### config.mk
export PLATFORM = sky130hd
export DESIGN_NAME = pwr_ctrl
export DESIGN_NICKNAME = d
export VERILOG_FILES = /design/src/rtl/pwr_pkg.sv /design/src/rtl/pwr_sync.sv /design/src/rtl/pwr_fsm.sv /design/src/rtl/pwr_outdec.sv /design/src/rtl/pwr_ctrl.sv
export SDC_FILE = /design/constraint.sdc
export NUM_CORES = 1
export LEC_CHECK = 0
export CAP_MARGIN = 15
export CORE_AREA = 2 2 39 41
export CTS_BUF_LIST = sky130_fd_sc_hd__clkbuf_2 sky130_fd_sc_hd__clkbuf_4 sky130_fd_sc_hd__clkbuf_8
export DETAILED_ROUTE_END_ITERATION = 16
export DIE_AREA = 0 0 41 43
export GPL_TIMING_DRIVEN = 0
export SLEW_MARGIN = 20
export SYNTH_ARGS = -nofsm -noshare
export SYNTH_HDL_FRONTEND = slang
export SYNTH_HIERARCHICAL = 1
export SYNTH_SLANG_ARGS = --single-unit
### constraint.sdc
create_clock -name clk -period 1.3 [get_ports clk]
set_input_delay 0.26 -clock clk [delete_from_list [all_inputs] [get_ports clk]]
set_output_delay 0.26 -clock clk [all_outputs]
set_load 0.01 [all_outputs]
### src/rtl/pwr_pkg.sv
package pwr_pkg;

   typedef enum logic [1:0] {
      PS_RUN   = 2'b00,
      PS_PEND  = 2'b01,
      PS_GRANT = 2'b10,
      PS_SLEEP = 2'b11
   } pwr_state_e;

   typedef struct packed {
      logic core;
      logic bus;
      logic intc;
      logic snoop;
      logic intr;
      logic pll;
   } clk_en_t;

   localparam int unsigned STATE_W = $bits(pwr_state_e);
   localparam int unsigned EN_W    = $bits(clk_en_t);

endpackage

### src/rtl/pwr_sync.sv
module pwr_sync #(
   parameter int unsigned STAGES  = 2,
   parameter bit          RST_VAL = 1'b0
) (
   input  logic clk,
   input  logic rst_n,
   input  logic d,
   output logic q
);

   if (STAGES > 8) begin : g_bad_depth
      $error("pwr_sync: STAGES must not exceed 8");
   end

   if (STAGES == 0) begin : g_bypass
      assign q = d;
   end else if (STAGES == 1) begin : g_single
      logic r;
      always_ff @(posedge clk or negedge rst_n) begin
         if (!rst_n) r <= RST_VAL;
         else        r <= d;
      end
      assign q = r;
   end else begin : g_chain
      logic [STAGES-1:0] sr;
      always_ff @(posedge clk or negedge rst_n) begin
         if (!rst_n) sr <= {STAGES{RST_VAL}};
         else        sr <= {sr[STAGES-2:0], d};
      end
      assign q = sr[STAGES-1];
   end

endmodule

### src/rtl/pwr_fsm.sv
module pwr_fsm
   import pwr_pkg::*;
(
   input  logic       clk,
   input  logic       rst_n,
   input  logic       stop_act,
   input  logic       sleep_act,
   input  logic       grant_done,
   output pwr_state_e state
);

   pwr_state_e nxt;

   always_comb begin
      nxt = state;
      unique case (state)
         PS_RUN: begin
            if (stop_act) nxt = PS_PEND;
         end
         PS_PEND: begin
            if (!stop_act)      nxt = PS_RUN;
            else if (grant_done) nxt = PS_GRANT;
         end
         PS_GRANT: begin
            if (sleep_act)      nxt = PS_SLEEP;
            else if (!stop_act) nxt = PS_RUN;
         end
         PS_SLEEP: begin
            if (!sleep_act) nxt = PS_GRANT;
         end
         default: nxt = PS_RUN;
      endcase
   end

   always_ff @(posedge clk or negedge rst_n) begin
      if (!rst_n) state <= PS_RUN;
      else        state <= nxt;
   end

endmodule

### src/rtl/pwr_outdec.sv
module pwr_outdec
   import pwr_pkg::*;
(
   input  pwr_state_e state,
   output clk_en_t    en
);

   always_comb begin
      en = '{core: 1'b1, bus: 1'b1, intc: 1'b1, snoop: 1'b1, intr: 1'b1, pll: 1'b1};
      unique case (state)
         PS_RUN, PS_PEND: ;
         PS_GRANT: en.core = 1'b0;
         PS_SLEEP: begin
            en.core  = 1'b0;
            en.bus   = 1'b0;
            en.intc  = 1'b0;
            en.snoop = 1'b0;
            en.intr  = 1'b0;
         end
         default: ;
      endcase
   end

endmodule

### src/rtl/pwr_ctrl.sv
module pwr_ctrl
   import pwr_pkg::*;
#(
   parameter int unsigned SYNC_STAGES = 2
) (
   input  logic               clk,
   input  logic               rst_n,
   input  logic               stop_req_n,
   input  logic               sleep_req_n,
   input  logic               grant_done,
   output logic               core_clk_en,
   output logic               bus_clk_en,
   output logic               intc_clk_en,
   output logic               snoop_en,
   output logic               intr_en,
   output logic               pll_en,
   output logic [STATE_W-1:0] state_o
);

   localparam int unsigned N_IN = 3;

   logic [N_IN-1:0] raw_in;
   logic [N_IN-1:0] sync_in;
   localparam logic [N_IN-1:0] IN_RST = 3'b011;

   assign raw_in = {grant_done, sleep_req_n, stop_req_n};

   for (genvar i = 0; i < N_IN; i++) begin : g_sync
      pwr_sync #(
         .STAGES  (SYNC_STAGES),
         .RST_VAL (IN_RST[i])
      ) u_sync (
         .clk   (clk),
         .rst_n (rst_n),
         .d     (raw_in[i]),
         .q     (sync_in[i])
      );
   end

   pwr_state_e state;
   clk_en_t    en;

   pwr_fsm u_fsm (
      .clk        (clk),
      .rst_n      (rst_n),
      .stop_act   (~sync_in[0]),
      .sleep_act  (~sync_in[1]),
      .grant_done (sync_in[2]),
      .state      (state)
   );

   pwr_outdec u_dec (
      .state (state),
      .en    (en)
   );

   assign core_clk_en = en.core;
   assign bus_clk_en  = en.bus;
   assign intc_clk_en = en.intc;
   assign snoop_en    = en.snoop;
   assign intr_en     = en.intr;
   assign pll_en      = en.pll;
   assign state_o     = state;

endmodule

Word-level counts from Yosys, hierarchy flattened. Cells that the tools add are included.

Reductions and logical operators: 3. Equal/unequal tests: 7. Mux-type cells: 9.

Operators with widths (count): two-way mux 2 bit (6); one-hot mux 2 bit (4 select lines) (1); != test 3 bit (second input constant) (2); equality test 2 bit (second input constant) (2); two-way mux 4 bit (1); != test 2 bit (second input constant) (2); AND reduction 4 bit (1); equality test 2 x 1 -> 1 bit (second input constant) (1); logical NOT 2 bit (1); OR reduction 2 bit (1); two-way mux 1 bit (1).

Register bits: 8.

Longest topological paths before layout. Gate-level depths: netlist (run 1).

Word-level depth: 3. Mapped depth: 3.

By module. The synthesis (run 1) kept the hierarchy.

By module, submodules not included: pwr_sync (g_sync[0].u_sync ...) (cells each 2, area each 52.6 um^2, times used 2); pwr_fsm (cells each 9, area each 91.3 um^2, times used 1); pwr_sync (g_sync[2].u_sync) (cells each 2, area each 50.0 um^2, times used 1); pwr_outdec (cells each 7, area each 41.3 um^2, times used 1); pwr_ctrl (cells each 2, area each 7.5 um^2, times used 1).

Worst setup path after synthesis (run 1). Ideal clock, no wire load.

Kind: register to output. Start point: register u_fsm.state[1]. End point: output port bus_clk_en. Arrival time: 809 ps. Path buffers: 1. Required time: 1040 ps. Cell stages (with the launch flop): 3. Slack: 231 ps. Cell sequence: dfrtp_1 > nand2_1 > buf_4.

Longest elaborated chain between the ends: 2.

Ends and longest elaborated chain: start: declaration (line pwr_fsm.sv:9) `output pwr_state_e state`; start signal: assignment (line pwr_fsm.sv:37) `else state <= nxt;`; equality test 2 bit (line pwr_outdec.sv:10) `unique case (state)`; two-way mux 4 bit (line pwr_outdec.sv:10); end: declaration (line pwr_ctrl.sv:12) `output logic bus_clk_en,`.

Every way passes these cells.

Worst setup path after layout (run 1). Ends and elaborated chain as after synthesis.

==> impl_metrics.json, run 1 <==
{
  "status": "finished clean",
  "grt_overflow_total": 0,
  "numCtsBuffers": 3,
  "syn_inst": 24,
  "die-area_um2": 1760,
  "layout-drive-gt1-share_pct": 53.7,
  "top_layer_used": "met3",
  "core_area_um2": 1380,
  "clockRootBuffer": "clkbuf_4",
  "maxCapViolCount": 0,
  "drc": 0,
  "wl_per_cell_um": 7.33,
  "hold_viol_final": 0,
  "rows": 14,
  "synthFlopType": "dfstp_2",
  "rsz0062_at_grt": "false",
  "area_delta_synth_final_pct": 52.5,
  "port_buffers": 11,
  "place_area_um2": 425,
  "grt_pass1_wl_um": 724,
  "synth.top_cell.area_share_pct": 35.6,
  "cp.required_ns": 1.04,
  "wl_met2_um": 220,
  "nets": 47,
  "ir_worst_vdd_v": 0.000485,
  "avgSynthCellArea_um2": 12.3,
  "clock_sinks": 8,
  "wl_met1_um": 141,
  "final_cell_count_no_fill": 57,
  "ant_nets": 0,
  "finalCritPeriodShare_pct": 94.3,
  "dp.cells": 51,
  "htreeDepth": 1,
  "yosys_warnings": 6,
  "die_y_um": 43,
  "finalPower_mw": 0.910,
  "syn_area_um2": 295,
  "syn-num-nets": 29,
  "ys_async_sr_fraction_pct": 100,
  "viasPerCell": 3.53,
  "initial_core_util_pct": 21.3,
  "synth_enable_flop_cells": 0,
  "dp_hpwl_um": 305,
  "clk_pin_slew_ns": 0.06,
  "path_class": "register to output pin",
  "final_core_util_pct": 32.5,
  "drv_slew": 0,
  "start_kind": "register",
  "cts_buffer_depth": 2,
  "wl_met3_um": 56,
  "crit_path_end_kind": "output pin",
  "gr-usage-all-layers_pct": 7.09,
  "arrival_ns": 0.97,
  "pin_count": 13,
  "clkLatencyLatePin_ns": 0.25,
  "routed_wl_um": 418,
  "path_max_fanout": 4,
  "fmax_mhz": 816,
  "grt_pass1_vias": 197,
  "fin_skew_ns": 0.00844,
  "setup_tns_ns": 0,
  "route.vias.total": 201,
  "cts_tree": "yes",
  "ys_top_cells_by_count": "buf_4, dfrtp_1, dfstp_2, inv_1",
  "drt-pass1-iter-count": 1,
  "gp_congestion": 0.568,
  "yosysUniqueCellTypes": 10,
  "yosysTopAreaCell": "dfstp_2",
  "drt-initial-drc-count": 0,
  "p_per_area_nw_per_um2": 2020,
  "seq_area_frac_synth_pct": 69.5,
  "grt_max_degree": 9,
  "antenna_found_initial": 0,
  "fin_crit_ns": 1.23,
  "stdcell_area_um2": 450,
  "hp-class": "input port to asynchronous set/reset pin",
  "die_w_um": 41,
  "setup_viol": 0,
  "synth_area_leaders": "dfstp_2, dfrtp_1, buf_4",
  "antenna_cells": 0,
  "leakagePower_nw": 0.221,
  "synth_seq_cells": 8
}
metrics by stage:
step	hold slack, ns	setup slack (ns)
4_1_cts	0.283	0.0144
5_1_grt	0.288	0.00138
3_5_place_dp	0.339	-0.178
6_report	0.278	0.0741
2_1_floorplan	-0.0356	0.231
3_3_place_gp	0.331	-0.159
power breakdown:
part	switching (mW)	leakage [nW]	total, mW	internal, mW
registers	0.0274	0.0876	0.322	0.294
clock network	0.0828	0.0184	0.221	0.138
logic	0.160	0.115	0.367	0.208
total	0.270	0.221	0.910	0.640
what timing repair did:
action                     in CTS  in global routing
hold endpoints to repair        0                  0
hold buffers                    0                  0
buffers inserted                2                  0
setup endpoints to repair       7                  4
resized for setup              18                  3
pin swaps                       1                  1
worst paths after layout:
check,start,endpoint,slack (ns),cells after the start
max,u_fsm/state[1],bus_clk_en,0.07,3
min,rst_n,g_sync[2].u_sync/g_chain.sr[0],0.28,1
max reg2reg,g_sync[1].u_sync/g_chain.sr[1],u_fsm/state[1],0.39,3
min reg2reg,g_sync[2].u_sync/g_chain.sr[0],g_sync[2].u_sync/g_chain.sr[1],0.35,0
max in group asynchronous,rst_n,g_sync[1].u_sync/g_chain.sr[1],0.71,1
min in group clk,g_sync[2].u_sync/g_chain.sr[0],g_sync[2].u_sync/g_chain.sr[1],0.35,0
cells in the final DEF, fill, tap and decap left out, types with 2 or more instances in the layout:
cell type        instances
dfstp_2                  4
clkbuf_4                 4
buf_2                    2
clkbuf_2                 2
o21ai_0                  2
inv_1                    4
buf_4                    7
clkdlybuf4s50_1          4
dfrtp_1                  3
flip-flops by register name, indices dropped and copies added, names as in the netlist:
name and cells:
g_sync.u_sync/g_chain.sr 6, u_fsm/state 2
critical path: stages, from the launching register on:
cell	delay, ns
dfrtp_2	0.42
nand2_2	0.09
buf_4	0.10
buf_2	0.11
cells by family after synthesis:
| family | count (synthesis) | share of synthesized area, % |
|---|---|---|
| and+or+nand+nor | 2 | 2.54 |
| AOI/OAI and AO/OA | 5 | 11.4 |
| DFF | 8 | 69.5 |
| other | 1 | 1.27 |
| buffers and inverters | 8 | 15.3 |
metal layers:
layer	global-route usage, %	up-vias
met5	0	-
met4	10.0	0
met3	3.14	0
met2	9.69	12
met1	5.96	89
li1	-	100
cell type report:
| class | instances | area [µm²] |
|---|---|---|
| timing repair buffer | 13 | 101 |
| clock buffer | 4 | 30.0 |
| fill | 149 | 933 |
| inverter | 4 | 15.0 |
| multi-input combinational | 8 | 47.5 |
| tap | 16 | 20.0 |
| buffer | 4 | 30.0 |
| sequential | 8 | 206 |
Note: power is estimated with default switching activity, not from simulation.
==> inputs of run 2 (changes only) <==
Settings changed: RECOVER_POWER set to 100.
==> run 2 against run 1 <==
Flip-flop and latch count stayed put. Via count is 0.50% lower. First-iteration DRC count stayed put. Non-clock buffer count stayed put. Routed wire length is 1.9% higher. Largest power group unchanged.
==> impl_metrics.json, run 2 (synthesis results as in run 1) <==
{
  "die_y_um": 43,
  "routed_wl_um": 426,
  "path_class": "register to output pin",
  "drc": 0,
  "hp-class": "input port to asynchronous set/reset pin",
  "path_max_fanout": 4,
  "n_fill_cell": 150,
  "viasPerCell": 3.51,
  "htreeDepth": 1,
  "stdcell_area_um2": 444,
  "initial_core_util_pct": 21.3,
  "rsz0062_at_grt": "false",
  "grt_max_degree": 9,
  "fmax_mhz": 814,
  "clk_pin_slew_ns": 0.06,
  "antenna_found_initial": 0,
  "hold_viol_final": 0,
  "regMostFlops": "g_sync.u_sync/g_chain.sr",
  "port_buffers": 11,
  "area_delta_synth_final_pct": 50.4,
  "hold-worst-slack_ns": 0.348,
  "largest_reg_flops": 6,
  "r2r_slack_ns": 0.39,
  "layout-drive-gt1-share_pct": 46.3,
  "wl_per_cell_um": 7.47,
  "crit_path_end_kind": "output pin",
  "grt_overflow_total": 0,
  "clockRootBuffer": "clkbuf_4",
  "p_per_area_nw_per_um2": 2010,
  "numCtsBuffers": 3,
  "final_core_util_pct": 32.1,
  "die_w_um": 41,
  "cp-startpoint": "u_fsm/state[1]",
  "ant_nets": 0,
  "start_kind": "register",
  "endpoint": "snoop_en",
  "drt-initial-drc-count": 0,
  "cp.required_ns": 1.04,
  "clkLatencyLatePin_ns": 0.25,
  "status": "finished clean",
  "ir_worst_vdd_v": 0.000482,
  "gp_congestion": 0.568,
  "worstReg2RegStart": "g_sync[1].u_sync/g_chain.sr[1]",
  "antenna_cells": 0,
  "fin_skew_ns": 0.00844,
  "arrival_ns": 0.97,
  "drt-pass1-iter-count": 1,
  "final_cell_mix": "buf_4, inv_1, clkbuf_4, dfstp_2, dlygate4sd3_1",
  "route.vias.total": 200,
  "leakagePower_nw": 0.216,
  "pin_count": 13,
  "r2r_cells": 3,
  "nets": 47,
  "grt_pass1_vias": 197,
  "final_common_cell": "buf_4",
  "r2r_end": "u_fsm/state[1]",
  "fin_crit_ns": 1.23,
  "cts_buffer_depth": 2,
  "drv_slew": 0,
  "setup_tns_ns": 0,
  "reg.largest.list": "g_sync.u_sync/g_chain.sr x6, u_fsm/state x2",
  "clock_sinks": 8,
  "setup_viol": 0,
  "gr-usage-all-layers_pct": 7.09,
  "core_area_um2": 1380,
  "rows": 14,
  "grt_pass1_wl_um": 724,
  "dp_hpwl_um": 305,
  "place_area_um2": 425,
  "cts_tree": "yes",
  "die-area_um2": 1760,
  "finalCritPeriodShare_pct": 94.5,
  "maxCapViolCount": 0
}
## run 2: layout make-up
| class | count | area, µm² | share of cell area (%) |
|---|---|---|---|
| well taps | 16 | 20.0 | 4.51 |
| inverters | 4 | 15.0 | 3.38 |
| clock buffers | 4 | 30.0 | 6.76 |
| plain buffers | 4 | 30.0 | 6.76 |
| flip-flops and latches | 8 | 206 | 46.5 |
| multi-input cells | 8 | 43.8 | 9.86 |
| repair buffers | 13 | 98.8 | 22.3 |
## run 2: per-layer routing
| layer | up-vias | part of all wire, % | wire [µm] | GRT usage [%] |
|---|---|---|---|---|
| met5 | - | 0 | 0 | 0 |
| met4 | 0 | 0 | 0 | 10.0 |
| met3 | 0 | 12 | 49 | 3.14 |
| met2 | 12 | 52 | 220 | 9.69 |
| met1 | 88 | 37 | 156 | 5.96 |
| li1 | 100 | - | - | - |
## run 2: how the worst min path moves through the flow
stage                                         from  slack [ns]                        endpoint  cells past startpoint
floorplan                                    rst_n       -0.04  g_sync[2].u_sync/g_chain.sr[0]                      0
global placement    g_sync[2].u_sync/g_chain.sr[0]        0.33  g_sync[2].u_sync/g_chain.sr[1]                      0
detailed placement  g_sync[2].u_sync/g_chain.sr[0]        0.34  g_sync[2].u_sync/g_chain.sr[1]                      0
CTS                                          rst_n        0.28  g_sync[2].u_sync/g_chain.sr[0]                      1
global route                                 rst_n        0.36  g_sync[2].u_sync/g_chain.sr[0]                      1
finish                                       rst_n        0.35  g_sync[2].u_sync/g_chain.sr[0]                      1
## run 2: power breakdown
part,internal (mW),total (mW),switching (mW),leakage [nW]
registers,0.294,0.322,0.0273,0.0876
clock network,0.138,0.221,0.0828,0.0184
logic,0.194,0.349,0.155,0.110
## run 2: worst max-delay path: stages, from the launching register on
cell      delay, ns
dfrtp_2        0.42
nand2_2        0.09
buf_4          0.10
clkbuf_2       0.11
## run 2: stage by stage
step	cells	setup WS, ns	power [mW]
global placement	51	-0.159	0.720
global route	57	0.00199	0.982
CTS	57	0.0144	0.942
floorplan	24	0.231	0.504
finish	57	0.0713	0.891
detailed placement	51	-0.178	0.726
## run 2: what timing repair did
action | in CTS | in global routing
buffers inserted | 2 | 0
gates resized for setup | 18 | 3
pin swaps | 1 | 1
cloned | 0 | 0
setup endpoints to repair | 7 | 4
hold buffers | 0 | 0
